File: src/rtl/ir_rl_pkg.sv
package ir_rl_pkg;
  localparam int MAG_W     = 24;
  localparam int WORD_W    = 32;
  localparam int MARK_POS  = 24;

  typedef logic [MAG_W-1:0]  mag_t;
  typedef logic [WORD_W-1:0] word_t;

  localparam mag_t MAG_MAX = '1;

  function automatic mag_t sat_add(input mag_t a, input mag_t b);
    logic [MAG_W:0] s;
    s = {1'b0, a} + {1'b0, b};
    return s[MAG_W] ? MAG_MAX : s[MAG_W-1:0];
  endfunction

  function automatic word_t pack_word(input mag_t m, input logic mark);
    word_t w;
    w = '0;
    w[MAG_W-1:0] = m;
    w[MARK_POS]  = mark;
    return w;
  endfunction
endpackage

File: src/rtl/ir_sample_decode.sv
module ir_sample_decode
  import ir_rl_pkg::*;
#(
  parameter int IN_W           = 16,
  parameter int PERIOD_W       = 8,
  parameter int NARROW_VAL_W   = 7,
  parameter int WIDE_VAL_W     = 12,
  parameter int WIDE_PERIOD_US = 61
) (
  input  logic [IN_W-1:0]     sample,
  input  logic                wide,
  input  logic [PERIOD_W-1:0] period,
  output mag_t                mag,
  output logic                mark,
  output logic                ovf,
  output logic                empty
);
  localparam int SPACE_BIT = NARROW_VAL_W;

  logic [NARROW_VAL_W-1:0] nval;
  logic [WIDE_VAL_W-1:0]   wval;
  logic                    unused_bits;

  assign nval        = sample[NARROW_VAL_W-1:0];
  assign wval        = sample[WIDE_VAL_W-1:0];
  assign unused_bits = ^sample[IN_W-2:WIDE_VAL_W];

  always_comb begin
    if (wide) begin
      mag   = mag_t'(wval) * mag_t'(WIDE_PERIOD_US);
      mark  = sample[IN_W-1];
      ovf   = 1'b0;
      empty = (wval == '0);
    end else begin
      mag   = mag_t'(nval) * mag_t'(period);
      mark  = ~sample[SPACE_BIT];
      ovf   = (nval == '1);
      empty = (nval == '0);
    end
  end
endmodule

File: src/rtl/ir_gap_timer.sv
module ir_gap_timer
  import ir_rl_pkg::*;
(
  input  logic clk,
  input  logic rst,
  input  logic tick,
  input  logic run,
  input  logic clear,
  output mag_t gap
);
  always_ff @(posedge clk) begin
    if (rst)                                   gap <= '0;
    else if (clear)                            gap <= '0;
    else if (run && tick && gap != MAG_MAX)    gap <= gap + 1'b1;
  end

  assert_gap_hold_R11: assert property (@(posedge clk) disable iff (rst)
    (gap == MAG_MAX && !clear) |=> gap == MAG_MAX);

  assert_gap_frozen_R9: assert property (@(posedge clk) disable iff (rst)
    (!run && !clear) |=> $stable(gap));
endmodule

File: src/rtl/ir_word_out.sv
module ir_word_out
  import ir_rl_pkg::*;
(
  input  logic  clk,
  input  logic  rst,
  input  logic  a_v,
  input  word_t a_w,
  input  logic  b_v,
  input  word_t b_w,
  output logic  out_valid,
  output word_t out_word,
  output logic  pend
);
  word_t pend_w;

  always_ff @(posedge clk) begin
    if (rst) begin
      out_valid <= 1'b0;
      out_word  <= '0;
      pend      <= 1'b0;
      pend_w    <= '0;
    end else if (pend) begin
      out_valid <= 1'b1;
      out_word  <= pend_w;
      pend      <= 1'b0;
    end else if (a_v) begin
      out_valid <= 1'b1;
      out_word  <= a_w;
      pend      <= b_v;
      pend_w    <= b_w;
    end else begin
      out_valid <= 1'b0;
    end
  end

  assert_drain_R13: assert property (@(posedge clk) disable iff (rst)
    pend |=> (out_valid && !pend));

  assert_pair_R5: assert property (@(posedge clk) disable iff (rst)
    $rose(pend) |-> out_valid);
endmodule

File: src/rtl/ir_run_combiner.sv
module ir_run_combiner
  import ir_rl_pkg::*;
#(
  parameter int IN_W           = 16,
  parameter int PERIOD_W       = 8,
  parameter int WIDE_PERIOD_US = 61,
  parameter int MAX_GAP_US     = 250000
) (
  input  logic                clk,
  input  logic                rst,
  input  logic                in_valid,
  output logic                in_ready,
  input  logic [IN_W-1:0]     in_sample,
  input  logic                wide_mode,
  input  logic                idle_drop,
  input  logic [PERIOD_W-1:0] period_us,
  input  logic                us_tick,
  output logic                out_valid,
  output logic [31:0]         out_word
);
  localparam mag_t GAP_LIMIT = mag_t'(MAX_GAP_US);

  mag_t  d_mag, gap, acc_mag, acc_n;
  logic  d_mark, d_ovf, d_empty;
  logic  acc_mark, accm_n, acc_nz;
  logic  idle, idle_n, gap_clr, pend, take;
  logic  a_v, b_v;
  word_t a_w, b_w;

  ir_sample_decode #(
    .IN_W(IN_W), .PERIOD_W(PERIOD_W), .WIDE_PERIOD_US(WIDE_PERIOD_US)
  ) u_dec (
    .sample(in_sample), .wide(wide_mode), .period(period_us),
    .mag(d_mag), .mark(d_mark), .ovf(d_ovf), .empty(d_empty)
  );

  ir_gap_timer u_gap (
    .clk(clk), .rst(rst), .tick(us_tick), .run(idle), .clear(gap_clr), .gap(gap)
  );

  ir_word_out u_out (
    .clk(clk), .rst(rst), .a_v(a_v), .a_w(a_w), .b_v(b_v), .b_w(b_w),
    .out_valid(out_valid), .out_word(out_word), .pend(pend)
  );

  assign in_ready = ~pend;
  assign take     = in_valid & in_ready;
  assign acc_nz   = (acc_mag != '0);

  always_comb begin
    a_v = 1'b0; a_w = '0; b_v = 1'b0; b_w = '0;
    acc_n = acc_mag; accm_n = acc_mark; idle_n = idle; gap_clr = 1'b0;
    if (take && !d_empty) begin
      if (d_ovf) begin
        if (!idle) begin
          if (!acc_nz || acc_mark || acc_mag <= GAP_LIMIT) begin
            if (acc_nz && acc_mark != d_mark) begin
              a_v   = 1'b1;
              a_w   = pack_word(acc_mag, acc_mark);
              acc_n = d_mag;
            end else begin
              acc_n = sat_add(acc_mag, d_mag);
            end
            accm_n = d_mark;
          end else begin
            idle_n  = 1'b1;
            gap_clr = 1'b1;
          end
        end
      end else if (idle && !wide_mode) begin
        a_v    = 1'b1;
        a_w    = pack_word(sat_add(acc_mag, gap), 1'b0);
        acc_n  = '0;
        accm_n = 1'b0;
        idle_n = 1'b0;
        if (!idle_drop) begin
          b_v = 1'b1;
          b_w = pack_word(d_mag, d_mark);
        end
      end else begin
        acc_n  = '0;
        accm_n = 1'b0;
        a_v    = 1'b1;
        if (acc_nz && acc_mark == d_mark) begin
          a_w = pack_word(sat_add(acc_mag, d_mag), d_mark);
        end else if (acc_nz) begin
          a_w = pack_word(acc_mag, acc_mark);
          b_v = 1'b1;
          b_w = pack_word(d_mag, d_mark);
        end else begin
          a_w = pack_word(d_mag, d_mark);
        end
      end
    end
  end

  always_ff @(posedge clk) begin
    if (rst) begin
      acc_mag  <= '0;
      acc_mark <= 1'b0;
      idle     <= 1'b1;
    end else begin
      acc_mag  <= acc_n;
      acc_mark <= accm_n;
      idle     <= idle_n;
    end
  end

  assert_zero_ignored_R4: assert property (@(posedge clk) disable iff (rst)
    (take && d_empty) |=> (!out_valid && $stable(acc_mag)));

  assert_idle_ovf_R8: assert property (@(posedge clk) disable iff (rst)
    (take && idle && d_ovf) |=> (!out_valid && idle));

  assert_wake_gap_R9: assert property (@(posedge clk) disable iff (rst)
    (take && idle && !wide_mode && !d_empty && !d_ovf)
      |=> (out_valid && !out_word[MARK_POS] && !idle));

  assert_wake_drop_R10: assert property (@(posedge clk) disable iff (rst)
    (take && idle && !wide_mode && !d_empty && !d_ovf && idle_drop) |=> !pend);

  assert_wide_plain_R12: assert property (@(posedge clk) disable iff (rst)
    (take && wide_mode && !d_empty) |=> (out_valid && idle == $past(idle)));

  assert_ovf_silent_R6: assert property (@(posedge clk) disable iff (rst)
    (take && d_ovf && !idle && (!acc_nz || acc_mark == d_mark)) |=> !out_valid);
endmodule

File: config.mk
export PLATFORM = sky130hd
export DESIGN_NAME = ir_run_combiner
export DESIGN_NICKNAME = d
export VERILOG_FILES = /design/src/rtl/ir_rl_pkg.sv /design/src/rtl/ir_sample_decode.sv /design/src/rtl/ir_gap_timer.sv /design/src/rtl/ir_word_out.sv /design/src/rtl/ir_run_combiner.sv
export SDC_FILE = /design/constraint.sdc
export NUM_CORES = 1
export LEC_CHECK = 0
export BUFFER_PORTS_ARGS = -buffer_cell sky130_fd_sc_hd__buf_4
export CAP_MARGIN = 15
export CORE_ASPECT_RATIO = 1.1
export CORE_MARGIN = 5
export CORE_UTILIZATION = 65
export DETAILED_ROUTE_END_ITERATION = 12
export HOLD_SLACK_MARGIN = 0.02
export PLACE_DENSITY = 0.84
export SLEW_MARGIN = 25
export SYNTH_ARGS = -nofsm -noshare
export SYNTH_HDL_FRONTEND = slang
export SYNTH_SLANG_ARGS = --single-unit
File: constraint.sdc
create_clock -name clk -period 12.4 [get_ports clk]
set_clock_uncertainty 0.1 [all_clocks]
set_input_delay 1.24 -clock clk [delete_from_list [all_inputs] [get_ports clk]]
set_output_delay 1.24 -clock clk [all_outputs]
set_load 0.05 [all_outputs]
# Word-level counts from Yosys, hierarchy flattened
# Index checks and enable logic that the tools add are counted.
# Widths: inputs -> output; s select.
[op_classes] add_sub_neg=3 multipliers=2 order_cmp=1 eq_ne=6 mux=47 n_bitwise=5 n_reduce_logical=21
[op_table] op="$mux 25" count=9
[op_table] op="$mux 32" count=7
[op_table] op="$mux 24" count=6
[op_table] op="$add 24x24->25" count=2
[op_table] op="$add 24x1->24 const B" count=1
[op_table] op="$le 24x18->1 const B" count=1
[op_table] op="$mux 1" count=24
[op_table] op="$ne 24x24->1 const B" count=1
[op_table] op="$reduce_bool 24->1" count=1
[op_table] op="$mul 12x6->18 const B" count=1
[op_table] op="$mux 18" count=1
[op_table] op="$mul 7x8->15" count=1
[op_table] op="$logic_not 12->1" count=1
[op_table] op="$eq 7x7->1 const B" count=1
[op_table] op="$logic_not 7->1" count=1
[op_table] op="$logic_and 1x1->1" count=6
[op_table] op="$reduce_or 5->1" count=1
[op_table] op="$not 1->1" count=4
[op_table] op="$reduce_and 2->1" count=2
[op_table] op="$reduce_bool 2->1" count=2
[op_table] op="$logic_not 1->1" count=3
[op_table] op="$reduce_and 3->1" count=1
[op_table] op="$logic_or 1x1->1" count=2
[op_table] op="$ne 2x1->1 const B" count=1
[op_table] op="other kinds (5)" count=5
[word_totals] reg_bits=116 inputBits=30 output_inout_bits=34

# Depth between registers and ports, before layout
# Gate-level depths: netlist of the first run.
[depth] depth_word=11 depth_mapped=29

# Modules after synthesis
# Synthesis of the first run repeated with hierarchy kept, for this count alone.
[hier_totals] hier_cells=1513 hier_area_um2=12752.2
[modules_own_cells] mod="ir_run_combiner" n_inst=1 cells_per_inst=637 area_each_um2=4824.6 seq_area_each_um2=520.5
[modules_own_cells] mod="ir_sample_decode" n_inst=1 cells_per_inst=445 area_each_um2=3848.7 seq_area_each_um2=0.0
[modules_own_cells] mod="ir_word_out" n_inst=1 cells_per_inst=286 area_each_um2=2840.2 seq_area_each_um2=1321.3
[modules_own_cells] mod="ir_gap_timer" n_inst=1 cells_per_inst=145 area_each_um2=1238.7 seq_area_each_um2=480.5

# Least setup slack after synthesis of the first run
# Ideal clock, no wire load.
[synth_path] kind="input port to flip-flop" startpoint="input in_sample[6]" endpoint="register u_out.out_word[19]" setup_time_ns=0.133 arrival_time_ns=7.453 required_ns=12.167 path_slack_ns=4.714 stages=28 path_buffers=2 path_cell_list="clkbuf_1 > nand2_1 > fa_1 > fa_1 > inv_1 > fa_1 > inv_1 > fa_1 > inv_1 > ha_1 > nand3_1 > o2111ai_1 > a21oi_1 > o21ai_0 > a31oi_1 > xor2_1 > o21ai_0 > ha_1 > a21oi_1 > a21o_1 > a21boi_0 > a31o_2 > and3_1 > buf_2 > or3_1 > o31a_1 > nor2_1 > nor4_1"
[synth_via] elab_chain_len=10 elab_cells_between_ends=21 cone_classes="1 x add/sub; 2 x mul; 1 x eq/ne; 12 x mux; 5 x reduce/logical"
[synth_lines] item="start, declared" line_no="ir_run_combiner.sv:13" source="input logic [IN_W-1:0] in_sample,"
[synth_lines] item="$mul 12x6->18 / $mul 7x8->15 (equally long branches)" line_no="ir_sample_decode.sv:30, ir_sample_decode.sv:35"
[synth_lines] item="$mux 18" line_no="ir_sample_decode.sv:29" source="if (wide) begin"
[synth_lines] item="$add 24x24->25" line_no="ir_rl_pkg.sv:13" source="s = {1'b0, a} + {1'b0, b};"
[synth_lines] item="$mux 24" line_no="ir_rl_pkg.sv:14" source="return s[MAG_W] ? MAG_MAX : s[MAG_W-1:0];"
[synth_lines] item="$mux 25" line_no="ir_run_combiner.sv:84" source="if (acc_nz && acc_mark == d_mark) begin"
[synth_lines] item="$mux 25" line_no="ir_run_combiner.sv:70" source="end else if (idle && !wide_mode) begin"
[synth_lines] item="$mux 32" line_no="ir_run_combiner.sv:54" source="if (d_ovf) begin"
[synth_lines] item="$mux 32" line_no="ir_run_combiner.sv:53" source="if (take && !d_empty) begin"
[synth_lines] item="$mux 32" line_no="ir_word_out.sv:26" source="end else if (a_v) begin"
[synth_lines] item="$mux 32" line_no="ir_word_out.sv:22" source="end else if (pend) begin"
[synth_lines] item="end signal, assigned" line_no="ir_word_out.sv:24" source="out_word <= pend_w;"
[synth_lines] item="end signal, assigned" line_no="ir_word_out.sv:28" source="out_word <= a_w;"
[synth_lines] item="end, declared" line_no="ir_word_out.sv:11" source="output word_t out_word,"
# Several ways; a longest one is shown, not always the timed one. The select of a mux whose other input is x is not followed.
# A chain may end at the register's enable or synchronous reset.

# Worst setup path in the final report of the first run
[layout_path] startpoint="input in_sample[3]" endpoint="register u_out.out_word[4]"
# The elaborated chain is that of the path after synthesis.

==> Implementation_results.wiki, run 1 <==
{| class="wikitable"
! Metric !! Value
|-
| Routability congestion estimate || 0.985
|-
| Count of distinct cell types in the synthesized netlist || 77
|-
| First-pass GRT wire length || 51100 um
|-
| Via count of the first global-routing pass || 10.3k
|-
| Sinks on the clock net || 96
|-
| Total number of yosys warnings || 0
|-
| Worst slack, placed || 3640 ps
|-
| Routed WL per cell || around 19 um
|-
| Number of port buffers || 53
|-
| Floorplan row count || 49
|-
| DRT Wirelength || 31100 um
|-
| # Post-CTS Setup Buffers || 0
|-
| Fraction of final layout cells sized beyond drive strength 1 || 6.77%
|-
| Setup tns final || 0 ps
|-
| Post-DP HPWL || 24100 um
|-
| Crit. End Element || register
|-
| Critical path startpoint category || input pin
|-
| Number of endpoints failing setup at the final stage || 0
|-
| Critical setup path kind || input pin to register
|-
| Most frequent cell after synthesis || sky130_fd_sc_hd__a21oi_1
|-
| Synth top area share || 17.8%
|-
| Register area share after synthesis || 17.8%
|-
| Cell leakage power || 5.12 nW
|-
| Final number of hold-violating endpoints || 0
|-
| Normalized max-slew margin || 35.1%
|-
| Area leader, netlist || sky130_fd_sc_hd__dfxtp_1
|-
| Non-filler instance count after layout || approximately 1.6k
|-
| Die span in x || 133 um
|-
| Maximum number of pins on one net before global-route repair || 76
|-
| Cts bufs inserted || 9
|-
| Number of antenna violations at the first check in global routing || 0
|-
| Number of diodes || 0
|-
| VDD IR max || 0.0887 mV
|-
| GRT Max-Usage Layer || met2
|-
| Die height || 145 um
|-
| Worst Max-Slew Pin Slew || 970 ps
|-
| CORE AREA || 0.0163 sq mm
|-
| Clock-pin slew of the registers on the worst-case setup and hold paths || 70 ps
|-
| Endpoint arrival time on the critical path || 8680 ps
|-
| Critical path fanouts, max || 19
|-
| Maximum clock path buffer count || 2
|-
| Via-per-instance ratio || 6.55
|-
| Synthesis-stage register bit count || 96
|-
| Mapped Avg Cell Area || 7.87 sq um
|-
| Result of the run || finished clean
|-
| Syn Std Cell Area || 0.0108 sq mm
|-
| Die area || 0.0193 sq mm
|-
| Worst-skew pair later-pin latency || 360 ps
|-
| Number of DRC markers in iteration 0 || 836
|-
| Power per Cell Area || 129 mW/mm^2
|-
| Met2 Track Usage GR || 55.9%
|-
| Final layout net count || 1610
|-
| Clock tree from TritonCTS || done
|-
| Final WS setup || between 3000 and 4000 ps
|-
| Number of routed nets with antenna violations || 0
|-
| Primary flip-flop cell chosen by synthesis mapping || sky130_fd_sc_hd__dfxtp_1
|-
| Number of levels the H-tree was split into || 3
|-
| Initial cell density of the core || 66.1%
|-
| I/O pin count || 64
|-
| Final number of max-transition violations || 0
|-
| Worst min path class || register to register
|-
| Minimum period implied by the final worst setup slack || 8500 ps
|-
| Vias after detailed routing || 10.5k
|-
| EDFF count, synth || 0
|-
| Number of instances in the synthesized netlist || 1369
|-
| Most common library cells after synthesis || sky130_fd_sc_hd__a21oi_1 (136), sky130_fd_sc_hd__nor2_1 (126), sky130_fd_sc_hd__ha_1 (121)
|-
| Share of the clock period used by the worst path after layout || 68.6%
|-
| Placed cell count || about 1.6k
|-
| Pre-antenna DRT Iters || 6
|-
| Worst-case reg-to-reg path depth || 10
|-
| Post-route DRC violation count || 0
|-
| Register-to-register setup slack || 8340 ps
|-
| CP required || 12580 ps
|-
| GRT Util Overall || 32.0%
|-
| Setup repair after global routing missed its margin || no
|-
| Count of instances resized after the clock tree is built || 0
|-
| Share of flip-flops with an asynchronous set or reset after synthesis || 0%
|-
| GR Overflow Total || 0
|-
| Growth of design area from synthesis to finish || 7.24%
|-
| Max capacitance violation total || 0
|-
| Cts hold-fix bufs || 0
|-
| Clk Tree Root Cell || sky130_fd_sc_hd__clkbuf_16
|-
| Hold Path Depth || 2
|-
| Met1 capacity usage during global routing || between 30 and 40%
|-
| Routing usage on met3 || 4.71%
|-
| Highest clock frequency the design can meet || 118 MHz
|-
| Dominant cells by area after synthesis || sky130_fd_sc_hd__dfxtp_1 (18%), sky130_fd_sc_hd__ha_1 (14%), sky130_fd_sc_hd__fa_1 (11%)
|}
==> metal layers <==
layer  share of wire [%]  routed length [um]
met1                  40               12300
met2                  49               15100
met3                 7.4                2300
met4                 4.3                1350
met5                   0                   0
==> final timing paths <==
path / from / end
hold reg to reg: u_out.pend_w[1] / u_out.out_word[1]
hold / removal: u_out.pend_w[1] / u_out.out_word[1]
setup / recovery: in_sample[3] / u_out.out_word[4]
setup reg to reg: acc_mag[0] / u_out.out_word[17]
==> state kept, by name, indices dropped and copies added (netlist names) <==
| signal | cells |
|---|---|
| u_out.pend | 1 |
| u_out.out_word | 25 |
| u_out.out_valid | 1 |
| u_gap.gap | 24 |
| acc_mag | 24 |
| u_out.pend_w | 19 |
| idle | 1 |
| acc_mark | 1 |
==> power breakdown <==
group / internal [W] / leakage [nW] / switching [W]
Sequential: 0.000324 / 0.778 / 0.0000125
Combinational: 0.000339 / 4.22 / 0.000551
Clock: 0.000136 / 0.126 / 0.000126
==> cells in the final DEF (no fill, tap or decap), types with 23 or more instances in the layout <==
master / count
sky130_fd_sc_hd__a21oi_1: 136
sky130_fd_sc_hd__a22oi_1: 28
sky130_fd_sc_hd__and2_1: 49
sky130_fd_sc_hd__buf_4: 63
sky130_fd_sc_hd__dfxtp_1: 96
sky130_fd_sc_hd__fa_1: 61
sky130_fd_sc_hd__ha_1: 121
sky130_fd_sc_hd__inv_1: 110
sky130_fd_sc_hd__nand2_1: 116
sky130_fd_sc_hd__nand3_1: 40
sky130_fd_sc_hd__nor2_1: 126
sky130_fd_sc_hd__nor3_1: 23
sky130_fd_sc_hd__o21ai_0: 64
sky130_fd_sc_hd__xnor2_1: 45
sky130_fd_sc_hd__xor2_1: 29
==> stage by stage <==
stage	power, W	hold WS [ps]	util, %	area, sq um
after floorplan	0.00101	356	-	10800
after global placement	0.00120	367	69.2	11300
after detailed placement	0.00122	372	69.2	11300
after CTS	0.00148	392	70.8	11600
after global routing	0.00160	415	70.8	11600
final	0.00149	391	70.8	11600
==> kinds of logic after synthesis <==
| family | count (synthesis) | synth area share, % |
|---|---|---|
| other cells | 1 | 0.0348 |
| fa+ha+maj | 182 | 25.4 |
| flops | 96 | 17.8 |
| simple gates | 450 | 20.4 |
| compound gates | 401 | 23.9 |
| mux | 4 | 0.395 |
| buf+inv | 161 | 6.07 |
| xor+xnor | 74 | 6.02 |
==> layout make-up <==
| type | count | area [sq um] |
|---|---|---|
| clock buffer | 11 | 233 |
| clock inverter | 5 | 33.8 |
| fill | 1355 | 4750 |
| inverter | 110 | 413 |
| multi-input combinational | 1118 | 8220 |
| sequential | 96 | 1920 |
| tap | 204 | 255 |
| timing repair buffer | 63 | 473 |
==> critical path, cell delays in order <==
cell,delay (ps)
sky130_fd_sc_hd__buf_4,170
sky130_fd_sc_hd__and2_1,190
sky130_fd_sc_hd__fa_1,530
sky130_fd_sc_hd__inv_1,50
sky130_fd_sc_hd__fa_1,480
sky130_fd_sc_hd__inv_1,50
sky130_fd_sc_hd__fa_1,520
sky130_fd_sc_hd__inv_1,50
sky130_fd_sc_hd__fa_1,530
sky130_fd_sc_hd__inv_1,40
sky130_fd_sc_hd__ha_1,340
sky130_fd_sc_hd__nand3_1,90
sky130_fd_sc_hd__o2111ai_1,260
sky130_fd_sc_hd__a21oi_1,120
sky130_fd_sc_hd__o21ai_0,310
sky130_fd_sc_hd__a31oi_1,150
sky130_fd_sc_hd__xor2_1,180
sky130_fd_sc_hd__o21ai_0,580
sky130_fd_sc_hd__ha_1,290
sky130_fd_sc_hd__a21oi_1,90
sky130_fd_sc_hd__a21o_1,200
sky130_fd_sc_hd__a21boi_0,350
sky130_fd_sc_hd__a31o_2,220
sky130_fd_sc_hd__and3_1,670
sky130_fd_sc_hd__nor3_1,110
sky130_fd_sc_hd__or3_1,370
sky130_fd_sc_hd__a221o_1,330
sky130_fd_sc_hd__a21oi_1,150
(Power assumes the default switching activity.)
==> run 2: changes to the inputs <==
--- a/config.mk
+++ b/config.mk
@@ -9,10 +9,10 @@
 export CAP_MARGIN = 15
 export CORE_ASPECT_RATIO = 1.1
 export CORE_MARGIN = 5
-export CORE_UTILIZATION = 65
+export CORE_UTILIZATION = 63
 export DETAILED_ROUTE_END_ITERATION = 12
 export HOLD_SLACK_MARGIN = 0.02
-export PLACE_DENSITY = 0.84
+export PLACE_DENSITY = 0.82
 export SLEW_MARGIN = 25
 export SYNTH_ARGS = -nofsm -noshare
 export SYNTH_HDL_FRONTEND = slang
==> constraint.sdc (replaced) <==
create_clock -name clk -period 8.2 [get_ports clk]
set_clock_uncertainty 0.1 [all_clocks]
set_input_delay 0.82 -clock clk [delete_from_list [all_inputs] [get_ports clk]]
set_output_delay 0.82 -clock clk [all_outputs]
set_load 0.05 [all_outputs]
==> Implementation_results.wiki, run 2 (synthesis gave the netlist of run 1 again) <==
{| class="wikitable"
! Metric !! Value
|-
| Most common cell after layout, fill and taps aside || sky130_fd_sc_hd__a21oi_1
|-
| Share of the clock period used by the worst path after layout || 95.6%
|-
| Critical path fanouts, max || 16
|-
| First element of the critical path || in_sample[3]
|-
| Cell leakage power || 5.21 nW
|-
| Number of routed nets with antenna violations || 0
|-
| Setup tns final || 0 ps
|-
| Worst-case reg-to-reg path depth || 10
|-
| Register-to-register setup slack || ~4300 ps
|-
| Number of port buffers || 53
|-
| Start of the worst register-to-register path || acc_mag[13]
|-
| Clk Tree Root Cell || sky130_fd_sc_hd__clkbuf_16
|-
| Maximum number of pins on one net before global-route repair || 39
|-
| Minimum period implied by the final worst setup slack || approximately 7800 ps
|-
| Multi-input logic area || 0.00822 sq mm
|-
| Endpoint arrival time on the critical path || approximately 8000 ps
|-
| Worst hold start || u_out.out_word[22]
|-
| Number of DRC markers in iteration 0 || 785
|-
| Max capacitance violation total || 0
|-
| Most frequent cells in the layout || sky130_fd_sc_hd__a21oi_1 (136), sky130_fd_sc_hd__nor2_1 (126), sky130_fd_sc_hd__ha_1 (121)
|-
| Final layout net count || 1620
|-
| Normalized max-slew margin || 39.3%
|-
| Final number of max-transition violations || 0
|-
| Final WS setup || between 300 and 400 ps
|-
| Setup repair after global routing missed its margin || no
|-
| Post-DP HPWL || 24500 um
|-
| Die height || around 150 um
|-
| CP required || 8380 ps
|-
| Floorplan row count || 50
|-
| Result of the run || finished clean
|-
| Final hold slack || 394 ps
|-
| Fraction of final layout cells sized beyond drive strength 1 || roughly 7.4%
|-
| Clock tree from TritonCTS || done
|-
| Register bank with the most flops || u_out.out_word
|-
| Die area || 0.0198 sq mm
|-
| Vias after detailed routing || between 10k and 15k
|-
| CP Capture Point || u_out.out_word[4]
|-
| Post-route DRC violation count || 0
|-
| Maximum clock path buffer count || 2
|-
| DRT Wirelength || 31100 um
|-
| Via count of the first global-routing pass || between 10k and 15k
|-
| I/O pin count || between 60 and 70
|-
| Initial cell density of the core || 63.8%
|-
| Die span in x || 135 um
|-
| Sinks on the clock net || 96
|-
| Largest registers ranked by flip-flop count || u_out.out_word x25, acc_mag x24, u_gap.gap x24
|-
| Fill cell count || 1450
|-
| Worst-skew pair later-pin latency || between 300 and 400 ps
|-
| Largest register FFs || 25
|-
| First-pass GRT wire length || 50600 um
|-
| Pre-antenna DRT Iters || 6
|-
| Highest clock frequency the design can meet || 128 MHz
|-
| Final number of hold-violating endpoints || 0
|-
| Worst slack, placed || 89.3 ps
|-
| CORE AREA || 0.0169 sq mm
|-
| Power per Cell Area || roughly 200 mW/mm^2
|-
| Worst min path class || register to register
|-
| GRT Util Overall || 31.2%
|-
| Worst reg2reg path endpoint || u_out.out_word[4]
|-
| VDD IR max || between 0.15 and 0.2 mV
|-
| Number of antenna violations at the first check in global routing || 0
|-
| GR Overflow Total || 0
|-
| Number of endpoints failing setup at the final stage || 0
|-
| Growth of design area from synthesis to finish || 8.61%
|-
| Critical path startpoint category || input pin
|-
| Worst Max-Slew Pin Slew || around 900 ps
|-
| Routability congestion estimate || roughly 1
|-
| Area taken by flip-flops and latches || 0.00192 sq mm
|-
| Crit. End Element || register
|-
| Via-per-instance ratio || 6.41
|-
| Clock-pin slew of the registers on the worst-case setup and hold paths || about 70 ps
|-
| Critical setup path kind || input pin to register
|-
| Number of levels the H-tree was split into || 3
|-
| Cts bufs inserted || 9
|-
| Routed WL per cell || 19.2 um
|-
| Number of diodes || 0
|}
## run 2: cell types whose count changed in the layout (fill, tap and decap cells not counted)
cell | before | now
sky130_fd_sc_hd__buf_4 | 63 | 73
sky130_fd_sc_hd__clkbuf_8 | 0 | 3
sky130_fd_sc_hd__bufinv_16 | 0 | 2
sky130_fd_sc_hd__clkinv_2 | 2 | 0
sky130_fd_sc_hd__clkinvlp_4 | 2 | 0
sky130_fd_sc_hd__clkinv_4 | 1 | 0
sky130_fd_sc_hd__o21ai_0 | 64 | 63
sky130_fd_sc_hd__o21ai_1 | 2 | 3
## run 2: what timing repair did
item / in CTS / in global routing
endpoints found under the setup margin: 0 / 1
setup buffers: 0 / 0
hold endpoints to repair: 0 / 0
hold buffers: 0 / 0
resized for setup: 0 / 1
## run 2: final cells by class
cell class | count | area share (%)
multi-input combinational | 1118 | 70.3
sequential | 96 | 16.4
timing repair buffer | 73 | 4.68
inverter | 110 | 3.53
clock buffer | 14 | 2.34
tap | 208 | 2.22
clock inverter | 2 | 0.513
## run 2: worst min path at each step
| stage | cells past startpoint | end | slack, ps |
|---|---|---|---|
| after CTS | 2 | u_out.out_word[22] | 380 |
| after detailed placement | 2 | u_out.out_word[22] | 370 |
| after global placement | 2 | u_out.out_word[22] | 370 |
| final | 2 | u_out.out_word[22] | 390 |
| after floorplan | 2 | u_out.out_word[1] | 360 |
| after global routing | 2 | u_out.out_word[22] | 400 |
## run 2: per-stage QoR
step           cells  area [sq um]  total power (W)  utilization [%]
5_1_grt         1621         11700          0.00255             69.3
4_1_cts         1621         11700          0.00236             69.3
3_5_place_dp    1605         11400          0.00188             67.3
6_report        1621         11700          0.00238             69.3
3_3_place_gp    1605         11400          0.00185             67.3
2_1_floorplan   1375         10800          0.00153                -
## run 2: report_power, final
| group | internal [W] | total (W) | leakage, nW | switching, W |
|---|---|---|---|---|
| clock network | 0.000293 | 0.000482 | 0.163 | 0.000189 |
| registers | 0.000490 | 0.000510 | 0.778 | 0.0000194 |
| logic | 0.000544 | 0.00139 | 4.27 | 0.000846 |
## run 2: worst max-delay path, stage by stage
cell,delay [ps]
sky130_fd_sc_hd__buf_4,160
sky130_fd_sc_hd__and2_1,180
sky130_fd_sc_hd__fa_1,530
sky130_fd_sc_hd__inv_1,60
sky130_fd_sc_hd__fa_1,480
sky130_fd_sc_hd__inv_1,60
sky130_fd_sc_hd__fa_1,520
sky130_fd_sc_hd__inv_1,50
sky130_fd_sc_hd__fa_1,530
sky130_fd_sc_hd__inv_1,40
sky130_fd_sc_hd__ha_1,340
sky130_fd_sc_hd__nand3_1,110
sky130_fd_sc_hd__o2111ai_1,290
sky130_fd_sc_hd__a21oi_1,140
sky130_fd_sc_hd__o21ai_0,380
sky130_fd_sc_hd__a31oi_1,160
sky130_fd_sc_hd__xor2_1,230
sky130_fd_sc_hd__o21ai_0,150
sky130_fd_sc_hd__ha_1,330
sky130_fd_sc_hd__a21oi_1,120
sky130_fd_sc_hd__a21o_1,190
sky130_fd_sc_hd__a21boi_0,320
sky130_fd_sc_hd__a31o_2,220
sky130_fd_sc_hd__and3_1,610
sky130_fd_sc_hd__nor3_1,120
sky130_fd_sc_hd__or3_1,370
sky130_fd_sc_hd__a221o_1,330
sky130_fd_sc_hd__a21oi_1,150
## run 2: metal layers
metal	wire (um)	global-route usage [%]
met5	0	0
met4	1390	13.2
met3	2280	4.62
met2	15100	55.0
met1	12300	37.7
